==> config.mk <==
export PLATFORM = sky130hd
export DESIGN_NAME = sensor_voter
export DESIGN_NICKNAME = d
export VERILOG_FILES = /design/src/rtl/voter_pkg.sv /design/src/rtl/vote_pair_cmp.sv /design/src/rtl/vote_median3.sv /design/src/rtl/vote_decide.sv /design/src/rtl/sensor_voter.sv
export SDC_FILE = /design/constraint.sdc
export NUM_CORES = 1
export LEC_CHECK = 0
export BUFFER_PORTS_ARGS = -buffer_cell sky130_fd_sc_hd__buf_4
export CAP_MARGIN = 20
export CORE_ASPECT_RATIO = 0.6
export CORE_MARGIN = 4
export CORE_UTILIZATION = 50
export DETAILED_ROUTE_END_ITERATION = 12
export MAX_ROUTING_LAYER = met4
export PLACE_DENSITY = 0.69
export SLEW_MARGIN = 20
export SYNTH_ARGS = -nofsm -noshare
export SYNTH_HDL_FRONTEND = slang
export SYNTH_HIERARCHICAL = 1
export SYNTH_SLANG_ARGS = --single-unit
export TNS_END_PERCENT = 1
==> constraint.sdc <==
create_clock -name clk -period 21.9 [get_ports clk]
set_clock_uncertainty 0.15 [all_clocks]
set_input_delay 2.19 -clock clk [delete_from_list [all_inputs] [get_ports clk]]
set_output_delay 2.19 -clock clk [all_outputs]
set_load 0.1 [all_outputs]
==> src/rtl/voter_pkg.sv <==
package voter_pkg;
  localparam int NCH = 3;
  localparam int NPAIR = 3;

  // pair order: 0 = A/B, 1 = A/C, 2 = B/C
  typedef enum logic [2:0] {
    SRC_MED  = 3'd0,
    SRC_AB   = 3'd1,
    SRC_AC   = 3'd2,
    SRC_BC   = 3'd3,
    SRC_NONE = 3'd4
  } vsrc_e;

  // channel left out when only the given pair is trusted
  function automatic logic [NCH-1:0] left_out(vsrc_e s);
    case (s)
      SRC_AB:  left_out = 3'b100;
      SRC_AC:  left_out = 3'b010;
      SRC_BC:  left_out = 3'b001;
      default: left_out = 3'b000;
    endcase
  endfunction

  function automatic vsrc_e pair_src(int p);
    case (p)
      0:       pair_src = SRC_AB;
      1:       pair_src = SRC_AC;
      default: pair_src = SRC_BC;
    endcase
  endfunction
endpackage

==> src/rtl/vote_pair_cmp.sv <==
module vote_pair_cmp #(
  parameter int DW = 16
) (
  input  logic signed [DW-1:0] lhs,
  input  logic signed [DW-1:0] rhs,
  input  logic        [DW-1:0] tol,
  output logic                 agree,
  output logic signed [DW-1:0] avg
);
  localparam int WW = DW + 1;

  logic signed [WW-1:0] diff;
  logic        [WW-1:0] mag;
  logic signed [WW-1:0] sum;
  logic signed [WW-1:0] sum_adj;
  logic signed [WW-1:0] half;

  // widened difference cannot wrap
  always_comb begin
    diff = {lhs[DW-1], lhs} - {rhs[DW-1], rhs};
    mag  = diff[WW-1] ? WW'(-diff) : WW'(diff);
    agree = (mag <= {1'b0, tol});
  end

  // mean, rounded toward zero: bias odd negative sums up by one
  always_comb begin
    sum     = {lhs[DW-1], lhs} + {rhs[DW-1], rhs};
    sum_adj = sum + ((sum[WW-1] && sum[0]) ? WW'(1) : WW'(0));
    half    = sum_adj >>> 1;
    avg     = half[DW-1:0];
  end
endmodule

==> src/rtl/vote_median3.sv <==
module vote_median3 #(
  parameter int DW = 16
) (
  input  logic signed [DW-1:0] a,
  input  logic signed [DW-1:0] b,
  input  logic signed [DW-1:0] c,
  output logic signed [DW-1:0] med
);
  logic signed [DW-1:0] lo_ab;
  logic signed [DW-1:0] hi_ab;
  logic signed [DW-1:0] hi_cap;

  always_comb begin
    lo_ab  = (a < b) ? a : b;
    hi_ab  = (a < b) ? b : a;
    hi_cap = (hi_ab < c) ? hi_ab : c;
    med    = (lo_ab > hi_cap) ? lo_ab : hi_cap;
  end
endmodule

==> src/rtl/vote_decide.sv <==
module vote_decide
  import voter_pkg::*;
(
  input  logic             tri_mode,
  input  logic [NCH-1:0]   iso,
  input  logic [NPAIR-1:0] agree,
  output vsrc_e            src,
  output logic [NCH-1:0]   outl
);
  logic [1:0] n_agree;

  always_comb begin
    n_agree = 2'(agree[0]) + 2'(agree[1]) + 2'(agree[2]);
    src  = SRC_NONE;
    outl = '0;
    if (!tri_mode) begin
      src = agree[0] ? SRC_AB : SRC_NONE;
    end else begin
      case (iso)
        3'b000: begin
          if (n_agree >= 2'd2) begin
            src = SRC_MED;
          end else if (n_agree == 2'd1) begin
            for (int p = 0; p < NPAIR; p++) begin
              if (agree[p]) src = pair_src(p);
            end
            outl = left_out(src);
          end
        end
        3'b001:  src = agree[2] ? SRC_BC : SRC_NONE;
        3'b010:  src = agree[1] ? SRC_AC : SRC_NONE;
        3'b100:  src = agree[0] ? SRC_AB : SRC_NONE;
        default: src = SRC_NONE;
      endcase
    end
  end
endmodule

==> src/rtl/sensor_voter.sv <==
module sensor_voter
  import voter_pkg::*;
#(
  parameter int DW = 16
) (
  input  logic                 clk,
  input  logic                 rst,
  input  logic                 smp_vld,
  input  logic                 tri_mode,
  input  logic        [DW-1:0] tol,
  input  logic signed [DW-1:0] ch_a,
  input  logic signed [DW-1:0] ch_b,
  input  logic signed [DW-1:0] ch_c,
  output logic signed [DW-1:0] vote_out,
  output logic                 vote_vld,
  output logic                 disagree,
  output logic        [2:0]    outlier,
  output logic        [2:0]    isolated,
  output logic                 safe_req
);
  logic signed [DW-1:0] ch [NCH];
  logic [NPAIR-1:0]     agree;
  logic signed [DW-1:0] pavg [NPAIR];
  logic signed [DW-1:0] med;
  logic signed [DW-1:0] pick;
  vsrc_e                src;
  logic [NCH-1:0]       outl;

  assign ch[0] = ch_a;
  assign ch[1] = ch_b;
  assign ch[2] = ch_c;

  for (genvar p = 0; p < NPAIR; p++) begin : g_pair
    localparam int L = (p == 2) ? 1 : 0;
    localparam int R = (p == 0) ? 1 : 2;
    vote_pair_cmp #(.DW(DW)) u_cmp (
      .lhs  (ch[L]),
      .rhs  (ch[R]),
      .tol  (tol),
      .agree(agree[p]),
      .avg  (pavg[p])
    );
  end

  vote_median3 #(.DW(DW)) u_med (
    .a  (ch_a),
    .b  (ch_b),
    .c  (ch_c),
    .med(med)
  );

  vote_decide u_dec (
    .tri_mode(tri_mode),
    .iso     (isolated),
    .agree   (agree),
    .src     (src),
    .outl    (outl)
  );

  always_comb begin
    case (src)
      SRC_AB:  pick = pavg[0];
      SRC_AC:  pick = pavg[1];
      SRC_BC:  pick = pavg[2];
      default: pick = med;
    endcase
  end

  always_ff @(posedge clk) begin
    if (rst) begin
      vote_out <= '0;
      vote_vld <= 1'b0;
      disagree <= 1'b0;
      outlier  <= '0;
      isolated <= '0;
      safe_req <= 1'b0;
    end else begin
      vote_vld <= 1'b0;
      if (smp_vld && !safe_req) begin
        if (src == SRC_NONE) begin
          disagree <= 1'b1;
          outlier  <= '0;
          safe_req <= 1'b1;
        end else begin
          vote_out <= pick;
          vote_vld <= 1'b1;
          disagree <= 1'b0;
          outlier  <= outl;
          isolated <= isolated | outl;
        end
      end
    end
  end
endmodule

After elaboration in Yosys (flattened, before gate mapping)
Cells that the tools add are included.
{"block": "op_classes", "n_reduce_logical": 9, "n_bitwise": 3, "n_addsub": 14, "muxes": 32, "order_cmp": 7, "n_eq_ne": 11}
{"operator": "two-way mux 16 bit", "count": 4}
{"operator": "adder 16 x 16 -> 17 bit", "count": 3}
{"operator": "adder 17 bit", "count": 3}
{"operator": "<= comparator 17 x 16 -> 1 bit", "count": 3}
{"operator": "two-way mux 17 bit", "count": 3}
{"operator": "two-way mux 3 bit", "count": 17}
{"operator": "negator 17 bit", "count": 3}
{"operator": "subtractor 16 x 16 -> 17 bit", "count": 3}
{"operator": "one-hot mux 16 bit (3 select lines)", "count": 1}
{"operator": "< comparator 16 bit", "count": 2}
{"operator": "> comparator 16 bit", "count": 1}
{"operator": "== test 3 x 2 -> 1 bit (second input constant)", "count": 5}
{"operator": "one-hot mux 3 bit (4 select lines)", "count": 1}
{"operator": "== test 3 x 1 -> 1 bit (second input constant)", "count": 3}
{"operator": "one-hot mux 3 bit (3 select lines)", "count": 1}
{"operator": "== test 3 bit (second input constant)", "count": 2}
{"operator": "two-way mux 1 bit", "count": 5}
{"operator": "logical AND 1 bit", "count": 4}
{"operator": "AND reduction 2 bit", "count": 2}
{"operator": "logical NOT 3 bit", "count": 1}
{"operator": "OR 3 bit", "count": 1}
{"operator": "adder 1 x 1 -> 2 bit", "count": 1}
{"operator": "adder 2 x 1 -> 2 bit", "count": 1}
{"operator": "== test 2 x 1 -> 1 bit (second input constant)", "count": 1}
{"operator": "4 further kinds", "count": 5}
{"block": "totals", "ff_bits": 25, "elab_cells": 82, "inputBits": 68, "out_inout_bits": 25}

Logic depth before layout (Yosys ltp)
Gate-level depths: netlist of the first run.
{"block": "logic_depth", "depth_word": 18, "ltp_mapped": 32, "mapped_depth_nobuf": 28}

By module
Netlist of the first run, hierarchy kept.
{"module": "vote_pair_cmp (g_pair[2].u_cmp)", "cells_per_inst": 436, "instances": 1, "seq_area_each_um2": 0.0, "area_each_um2": 3098.0}
{"module": "vote_pair_cmp (g_pair[0].u_cmp)", "cells_per_inst": 443, "instances": 1, "seq_area_each_um2": 0.0, "area_each_um2": 3085.5}
{"module": "vote_pair_cmp (g_pair[1].u_cmp)", "cells_per_inst": 385, "instances": 1, "seq_area_each_um2": 0.0, "area_each_um2": 2775.2}
{"module": "vote_median3", "cells_per_inst": 284, "instances": 1, "seq_area_each_um2": 0.0, "area_each_um2": 2321.0}
{"module": "sensor_voter", "cells_per_inst": 143, "instances": 1, "seq_area_each_um2": 500.5, "area_each_um2": 1366.3}
{"module": "vote_decide", "cells_per_inst": 31, "instances": 1, "seq_area_each_um2": 0.0, "area_each_um2": 236.5}

Least setup slack after synthesis of the first run
No wires, ideal clock.
{"block": "synth_timing", "kind": "in2reg", "start": "in ch_b[15]", "end": "reg vote_out[10]", "t_arrival_ns": 8.485, "setup_slack_ns": 13.147, "path_stages": 31, "setup_time_ns": 0.119, "n_path_buf": 6, "required_ns": 21.631, "cell_sequence": "inv_1 ha_1 buf_4 and4_1 nand4_1 o211a_4 nor2_1 buf_6 mux2_2 ha_1 a21oi_1 o22ai_1 o21ai_0 nand4_1 a211o_1 buf_2 nand2_4 buf_6 mux2i_1 ha_1 a21o_1 a2111o_1 a211oi_1 a222oi_1 buf_4 and2b_1 buf_2 nand3_1 o221a_1 nand2b_1 a32o_2"}
{"block": "synth_via", "word_cells_on_any_way": 46, "classes_between": "add/sub (10); order compare (6); eq/ne (5); mux (21); bitwise (1); reduce/logical (3)"}
{"item": "start, declared", "line_no": "sensor_voter.sv:12", "source": "input logic signed [DW-1:0] ch_b,"}
{"item": "< comparator 16 bit", "line_no": "vote_median3.sv:14, vote_median3.sv:15"}
{"item": "two-way mux 16 bit", "line_no": "vote_median3.sv:15", "source": "hi_ab = (a < b) ? b : a;"}
{"item": "< comparator 16 bit", "line_no": "vote_median3.sv:16", "source": "hi_cap = (hi_ab < c) ? hi_ab : c;"}
{"item": "two-way mux 16 bit", "line_no": "vote_median3.sv:16"}
{"item": "> comparator 16 bit", "line_no": "vote_median3.sv:17", "source": "med = (lo_ab > hi_cap) ? lo_ab : hi_cap;"}
{"item": "two-way mux 16 bit (*)", "line_no": "vote_median3.sv:17"}
{"item": "via med[10]", "line_no": "sensor_voter.sv:24", "source": "logic signed [DW-1:0] med;"}
{"item": "one-hot mux 16 bit (3 select lines) (*)", "line_no": "sensor_voter.sv:61", "source": "case (src)"}
{"item": "end signal, assigned", "line_no": "sensor_voter.sv:85", "source": "vote_out <= pick;"}
{"item": "end, declared", "line_no": "sensor_voter.sv:14", "source": "output logic signed [DW-1:0] vote_out,"}
The timed path passes the listed nets; every way through them passes the cells marked *. The select of a mux whose other input is x is not followed.
A chain may end at the register's enable or synchronous reset.

Final worst setup path of the first run
{"block": "layout_timing", "start": "in ch_b[0]", "end": "reg vote_out[9]"}
{"block": "layout_via", "word_cells_on_any_way": 46, "classes_between": "add/sub (10); order compare (6); eq/ne (5); mux (21); bitwise (1); reduce/logical (3)"}
{"item": "subtractor 16 x 16 -> 17 bit (*)", "line_no": "vote_pair_cmp.sv:20", "source": "diff = {lhs[DW-1], lhs} - {rhs[DW-1], rhs};"}
{"item": "negator 17 bit", "line_no": "vote_pair_cmp.sv:21", "source": "mag = diff[WW-1] ? WW'(-diff) : WW'(diff);"}
{"item": "two-way mux 17 bit (*)", "line_no": "vote_pair_cmp.sv:21"}
{"item": "<= comparator 17 x 16 -> 1 bit (*)", "line_no": "vote_pair_cmp.sv:22", "source": "agree = (mag <= {1'b0, tol});"}
{"item": "via agree[2]", "line_no": "sensor_voter.sv:22", "source": "logic [NPAIR-1:0] agree;"}
{"item": "two-way mux 3 bit", "line_no": "vote_decide.sv:25", "source": "if (agree[p]) src = pair_src(p);"}
{"item": "two-way mux 3 bit", "line_no": "vote_decide.sv:23", "source": "end else if (n_agree == 2'd1) begin"}
{"item": "two-way mux 3 bit", "line_no": "vote_decide.sv:21", "source": "if (n_agree >= 2'd2) begin"}
{"item": "two-way mux 3 bit", "line_no": "vote_decide.sv:19", "source": "case (iso)"}
{"item": "two-way mux 3 bit", "line_no": "vote_decide.sv:16", "source": "if (!tri_mode) begin"}
{"item": "two-way mux 3 bit", "line_no": "vote_decide.sv:23"}
{"item": "two-way mux 3 bit", "line_no": "vote_decide.sv:21"}
{"item": "one-hot mux 3 bit (4 select lines) (*)", "line_no": "vote_decide.sv:19"}
{"item": "two-way mux 3 bit (*)", "line_no": "vote_decide.sv:16"}
{"item": "via src[1]", "line_no": "sensor_voter.sv:26", "source": "vsrc_e src;"}
{"item": "parallel branches: the longest is 3 deep, another holds one-hot mux 16 bit (3 select lines)"}
Mark *: on every way through the listed nets, which the timed path passes. The select of a mux whose other input is x is not followed.

==> metrics.yaml, run 1 <==
ys_types: 122
pwr-share-seq: 0.074
rsz0062_at_grt: "false"
slew_headroom: 0.2444
final_max_slew_viol_count: 0
die-area_um2: 28480
synthArstFlopShare: 0
synth_top_family_by_area: "compound AO/OA/AOI/OAI gates"
route.met3.wl_mm: 6.111
syn_avg_cell_area_um2: 7.481
dr_wl_met2_mm: 17.83
peakVddDrop_mv: 0.06364
drc: 0
crit_type: "in -> reg"
die_w_um: 215.2
hold_start: "outlier[1]"
fin_setup_tns_ns: 0
layout.cells.non_filler: 2083
p_clk_frac: 0.047
grt_usage: 0.3233
syn_inst: 1722
power.net_switching_mw: 0.5491
syn_to_final_growth_pct: 6.702
yosysTopAreaCellShare: 0.1904
rows: 45
ys_seq_area_frac: 0.03885
start_util: 0.5084
synth-compound-area-share: 0.2679
synth_area_leader_cell: "ha_1"
synthXorXnorAreaFrac: 0.1060
cts_num_sinks: 25
nets: 2026
worst_pin_slew_ns: 1.131
critPathLaunchType: "primary input"
crit_path_start: "ch_b[0]"
clock_latency_ns: 0.27
pin_count: 93
clk_path_buf_depth: 2
grt-ovfl-total: 0
cp-end-kind: "flop"
netSwitchingFraction: 0.5903
gp_congestion: 1.055
crit_end: "vote_out[9]"
hp-class: "reg -> reg"
drive_gt1_frac: 0.1203
vias: 13539
timing.fmax_mhz: 97.33
yosysMostFrequentCell: "inv_1"
fin_util: 0.5425
syn_nets: 1993
cap_violations: 0
cts_resized: 0
critPathSlowestCell: "nor3_2"
outcome: "completed"
wl_met1_mm: 22.05
core-area_um2: 25340
powerDensity_nw_per_um2: 67.67
ff2ff_path_depth: 6
die_height_um: 132.3
crit_fanout: 35
drt_iter0_markers: 1398
synth.area.mux_share: 0.05798
synth_warnings: 6
cts_tree: "yes"
min_period_over_period: 0.4692
crit_required_ns: 21.96
synth-simple-area-share: 0.2411
setup_viol: 0
period_needed_ns: 10.27
top_layer: "met4"
timing.critical_path.slowest_cell_delay_ns: 0.91
grt_pass1_vias: 12168
cts_hold_buf: 0
antenna_found_initial: 0
finalHoldViolations: 0
synth_seq_cells: 25
placed_cells: 2079
cts-root-buf: "clkbuf_16"
synth_commonest_cells: "199 x inv_1, 196 x ha_1, 126 x nor2_1, 110 x a21oi_1, 102 x xnor2_1"
port_buffers: 92
p_int_mw: 0.3811
r2r_slack_ns: 18.57
cts_setup_buffers: 0
firstDrtPassIters: 6
synth_flop_cell: "dfxtp_1"
viasPerCell: 6.500
finalWirelength_mm: 47.30
reg2reg_from: "isolated[1]"
p_leak_nw: 6.133
dp_hpwl_mm: 38.13
ant_nets: 0
htreeDepth: 1
synth_adder_area_share: 0.2012
synth.area.top_cells: "ha_1 19%, xnor2_1 6.9%, inv_1 5.8%, a21oi_1 4.3%, dfxtp_1 3.9%"
arrival_ns: 10.33
diodes: 0
wire_per_inst_um: 22.71
cts_made_buffers: 3
fill_cells: 2463
synth_edf_count: 0
grt_max_degree: 36
clkSlewWorstSetupHoldPaths_ns: 0.07
crit_top_cell: "o21a_1"
grt_pass1_wl_mm: 71.98
timing.rr.end: "vote_out[9]"
netlist_area_um2: 12880
comb_power_share: 0.879
## through the flow
stage / total power, mW / hold slack [ns] / setup WS (ns) / area, um^2
after CTS: 0.9097 / 0.3077 / 11.79 / 13750
after global placement: 0.8538 / 0.2936 / 11.57 / 13660
after floorplan: 0.6822 / 0.7354 / 13.15 / 12880
after global routing: 0.9920 / 0.3254 / 11.17 / 13750
after detailed placement: 0.8632 / 0.2987 / 11.53 / 13660
final: 0.9301 / 0.3063 / 11.63 / 13750
## routing by layer
layer / vias up / track usage
li1: 6395 / -
met1: 6329 / 0.4768
met2: 731 / 0.4254
met3: 84 / 0.08706
met4: 0 / 0.08652
met5: - / -
## cells in the final DEF (no fill, tap or decap), types with 19 or more instances in the layout
master | netlist | layout
dfxtp_1 | 25 | 25
o21ai_0 | 45 | 45
nand2_1 | 59 | 59
xor2_1 | 52 | 52
a211oi_1 | 19 | 19
xnor2_1 | 102 | 102
mux2i_1 | 36 | 36
a21oi_1 | 110 | 109
ha_1 | 196 | 196
a21o_1 | 25 | 25
mux2_2 | 27 | 27
nor2b_1 | 31 | 31
buf_4 | 4 | 95
inv_1 | 199 | 199
nand4_1 | 30 | 30
nand2b_1 | 53 | 53
nor3b_1 | 19 | 19
o21a_1 | 32 | 32
nor3_1 | 44 | 44
a31oi_1 | 19 | 19
nand3_1 | 42 | 42
nor4_1 | 19 | 19
nor2_1 | 126 | 125
## area by class of cell
class	count	area, um^2	area share
inverter	203	762.0	0.05543
timing repair buffer	95	713.2	0.05188
clock buffer	3	75.07	0.005461
multi-input combinational	1427	11270	0.8202
tap	329	411.6	0.02995
sequential	25	500.5	0.03641
clock inverter	1	8.758	0.0006372
## power groups by stage
stage | combinational, mW | clock [mW] | sequential, mW
finish | 0.817 | 0.0436 | 0.0690
CTS | 0.797 | 0.0439 | 0.0684
global route | 0.876 | 0.0459 | 0.0699
floorplan | 0.537 | 0 | 0.146
detailed placement | 0.794 | 0 | 0.0689
global placement | 0.784 | 0 | 0.0695
## flip-flops by register name, indices dropped and copies added, names as in the netlist
signal    count
disagree      1
isolated      3
outlier       3
safe_req      1
vote_out     16
vote_vld      1
## critical path: cells and delay by family
family,cells,cell delay [ns]
buf+inv,3,0.42
mux,1,0.42
simple gates,7,1.83
compound gates,14,3.91
fa+ha+maj,4,1.52
## cell families (layout without fill, tap and decap cells)
group,after synthesis,in the layout
adder cells (fa/ha/maj),203,203
multiplexers,68,68
AND/OR/NAND/NOR,544,544
AO/OA/AOI/OAI,457,457
XOR/XNOR,155,155
buffers and inverters,270,302
flip-flops,25,25
## worst min-delay path by stage
stage | endpoint | cells past startpoint
CTS | outlier[2] | 2
finish | outlier[1] | 2
detailed placement | outlier[2] | 2
global route | outlier[0] | 2
floorplan | outlier[0] | 2
global placement | outlier[2] | 2
No activity file was read; power rests on OpenSTA's default activity.
==> run 2: changes to the inputs <==
- ABC_AREA: not set -> 1
- clock period: 21.9 -> 10.63 ns (I/O delays scaled with it)
==> run 2 against run 1 <==
Via count rose by 22%. Flip-flop and latch count did not move. Routed wire length rose by 14%. Critical endpoint is now vote_out[1]. First-iteration DRC count rose by 32%. Synthesized cell count rose by 51%. Total power rose by 110%. Largest power group unchanged. Setup slack got worse by 9.2 ns. Critical path depth rose by 10. Combinational power rose by 110%.
==> metrics.yaml, run 2 <==
grt_pass1_vias: 14991  # +23%
cts_tree: "yes"
drt_iter0_markers: 1852  # +32%
fin_setup_tns_ns: 0  # unchanged
cts_made_buffers: 3  # unchanged
clock_latency_ns: 0.28  # about the same
grt_max_degree: 33  # -8.3%
largest_reg_flops: 16  # unchanged
arrival_ns: 8.19  # -2.14 ns
timing.fmax_mhz: 122.4
crit_top_cell: "nand2_1"
synth_warnings: 6  # unchanged
cap_violations: 0  # unchanged
top_regs: "vote_out (16), isolated (3), outlier (3)"
reg2reg_from: "isolated[2]"
timing.critical_path.slowest_cell_delay_ns: 0.59  # -0.32 ns
syn_to_final_growth_pct: 5.969
drc: 0  # unchanged
final_max_slew_viol_count: 0  # unchanged
outcome: "completed"
top_register: "vote_out"
clkSlewWorstSetupHoldPaths_ns: 0.07  # about the same
yosysTopAreaCellShare: 0.1983  # +0.007922
placed_cell_area_um2: 15250  # +12%
syn_avg_cell_area_um2: 5.554  # -26%
finalWirelength_mm: 53.87  # +14%
synth_flop_cell: "dfxtp_1"
setup_viol: 0  # unchanged
viasPerCell: 5.450  # -16%
syn_inst: 2604  # +51%
critPathLaunchType: "primary input"
pin_count: 93  # unchanged
die_w_um: 227.6  # +5.7%
peakVddDrop_mv: 0.1128  # +77%
netlist_area_um2: 14460  # +12%
worst_pin_slew_ns: 0.7726  # -0.3586 ns
synth_commonest_cells: "764 x nand2_1, 494 x inv_1, 256 x nor2_1, 196 x ha_1, 191 x nand3_1"
hold_start: "vote_out[0]"
die_height_um: 139.7  # +5.6%
synth.area.top_cells: "nand2_1 20%, ha_1 17%, inv_1 13%, nor2_1 6.6%, nand3_1 6.6%"
cts_num_sinks: 25  # unchanged
finalHoldViolations: 0  # unchanged
crit_type: "in -> reg"
critPathSlowestCell: "nor2_2"
cts_resized: 0  # unchanged
min_period_over_period: 0.7684
clk_path_buf_depth: 2  # unchanged
slew_headroom: 0.4844  # +0.2400
wire_per_inst_um: 17.81  # -22%
core-area_um2: 28050  # +11%
yosysMostFrequentCell: "nand2_1"
grt_usage: 0.3358  # +0.01250
p_leak_nw: 9.231  # +51%
crit_path_start: "ch_b[15]"
ys_seq_area_frac: 0.03461  # -0.004245
period_needed_ns: 8.168
cts_hold_buf: 0  # unchanged
crit_fanout: 31  # -11%
nets: 2929  # +45%
grt_pass1_wl_mm: 82.09  # +14%
htreeDepth: 1  # unchanged
ant_nets: 0  # unchanged
synth_area_leader_cell: "nand2_1"
port_buffers: 92  # unchanged
final_common_cell: "nand2_1"
die-area_um2: 31800  # +12%
cts-root-buf: "clkbuf_16"
rsz0062_at_grt: "false"
synth_edf_count: 0  # unchanged
syn_nets: 2875  # +44%
start_util: 0.5156  # +0.007145
crit_required_ns: 10.65  # -11.31 ns
cp-end-kind: "flop"
gp_congestion: 1.075  # +1.9%
vias: 16481  # +22%
powerDensity_nw_per_um2: 127.7  # +89%
dp_hpwl_mm: 46.78  # +23%
drive_gt1_frac: 0.1317  # +0.01143
ys_types: 54  # -56%
firstDrtPassIters: 6  # unchanged
crit_family: "simple AND/OR/NAND/NOR gates"
grt-ovfl-total: 0  # unchanged
diodes: 0  # unchanged
hp-class: "reg -> reg"
final_area_um2: 15330  # +11%
synthArstFlopShare: 0  # unchanged
layout_common_cells: "764 x nand2_1, 494 x inv_1, 256 x nor2_1, 196 x ha_1, 191 x nand3_1"
path_buf_inv: 8  # +5
rows: 47  # +4.4%
synth_seq_cells: 25  # unchanged
cts_setup_buffers: 0  # unchanged
antenna_found_initial: 0  # unchanged
[run 2: final timing paths]
path         cells past startpoint  slack [ns]     endpoint
min                              2        0.30  vote_out[0]
max reg2reg                     13        7.81  vote_out[7]
max                             39        2.46  vote_out[1]
min reg2reg                      2        0.30  vote_out[0]
[run 2: per-stage QoR]
stage / setup slack [ns] / hold slack, ns / power (mW) / util / instances
CTS: 2.661 / 0.3082 / 1.926 / 0.5464 / 3024
floorplan: 4.547 / 0.7402 / 1.432 / - / 2604
finish: 2.462 / 0.3031 / 1.958 / 0.5464 / 3024
detailed placement: 2.408 / 0.2957 / 1.827 / 0.5435 / 3020
global placement: 2.234 / 0.2905 / 1.808 / 0.5435 / 3020
global route: 1.956 / 0.3280 / 2.138 / 0.5464 / 3024
[run 2: tightest hold or removal path, cell delays in order, from the launching register on]
cell and delay, ns:
dfxtp_1 0.31, nand2_1 0.06, nand2_1 0.04
[run 2: power breakdown]
group	leakage [nW]	total [mW]	switching, mW	internal [mW]
Sequential	0.204	0.137	0.0161	0.121
Clock	0.0409	0.0910	0.0399	0.0510
Combinational	8.99	1.73	1.22	0.508
Total	9.23	1.96	1.28	0.680
[run 2: layout make-up]
cell class | instances | area [um^2]
Fill cell | 3049 | 12720
Multi-Input combinational cell | 2004 | 11580
Inverter | 530 | 2001
Timing Repair Buffer | 94 | 705.7
Sequential cell | 25 | 500.5
Tap cell | 367 | 459.2
Clock buffer | 3 | 75.07
Clock inverter | 1 | 5.005
[run 2: cells by family (layout without fill, tap and decap cells)]
logic type / count (synthesis) / after routing / synth area share
and+or+nand+nor: 1483 / 1483 / 0.4732
buffers and inverters: 575 / 628 / 0.1650
AOI/OAI and AO/OA: 239 / 239 / 0.09620
adders and majority gates: 203 / 203 / 0.1793
xor gates and xnor gates: 79 / 79 / 0.05173
DFF: 25 / 25 / 0.03461
[run 2: layer usage]
layer	wire (um)	track usage	vias up
met5	0	-	-
met4	416	0.02768	0
met3	6917	0.1084	41
met2	20900	0.4593	748
met1	25630	0.4953	7496
li1	-	-	8196
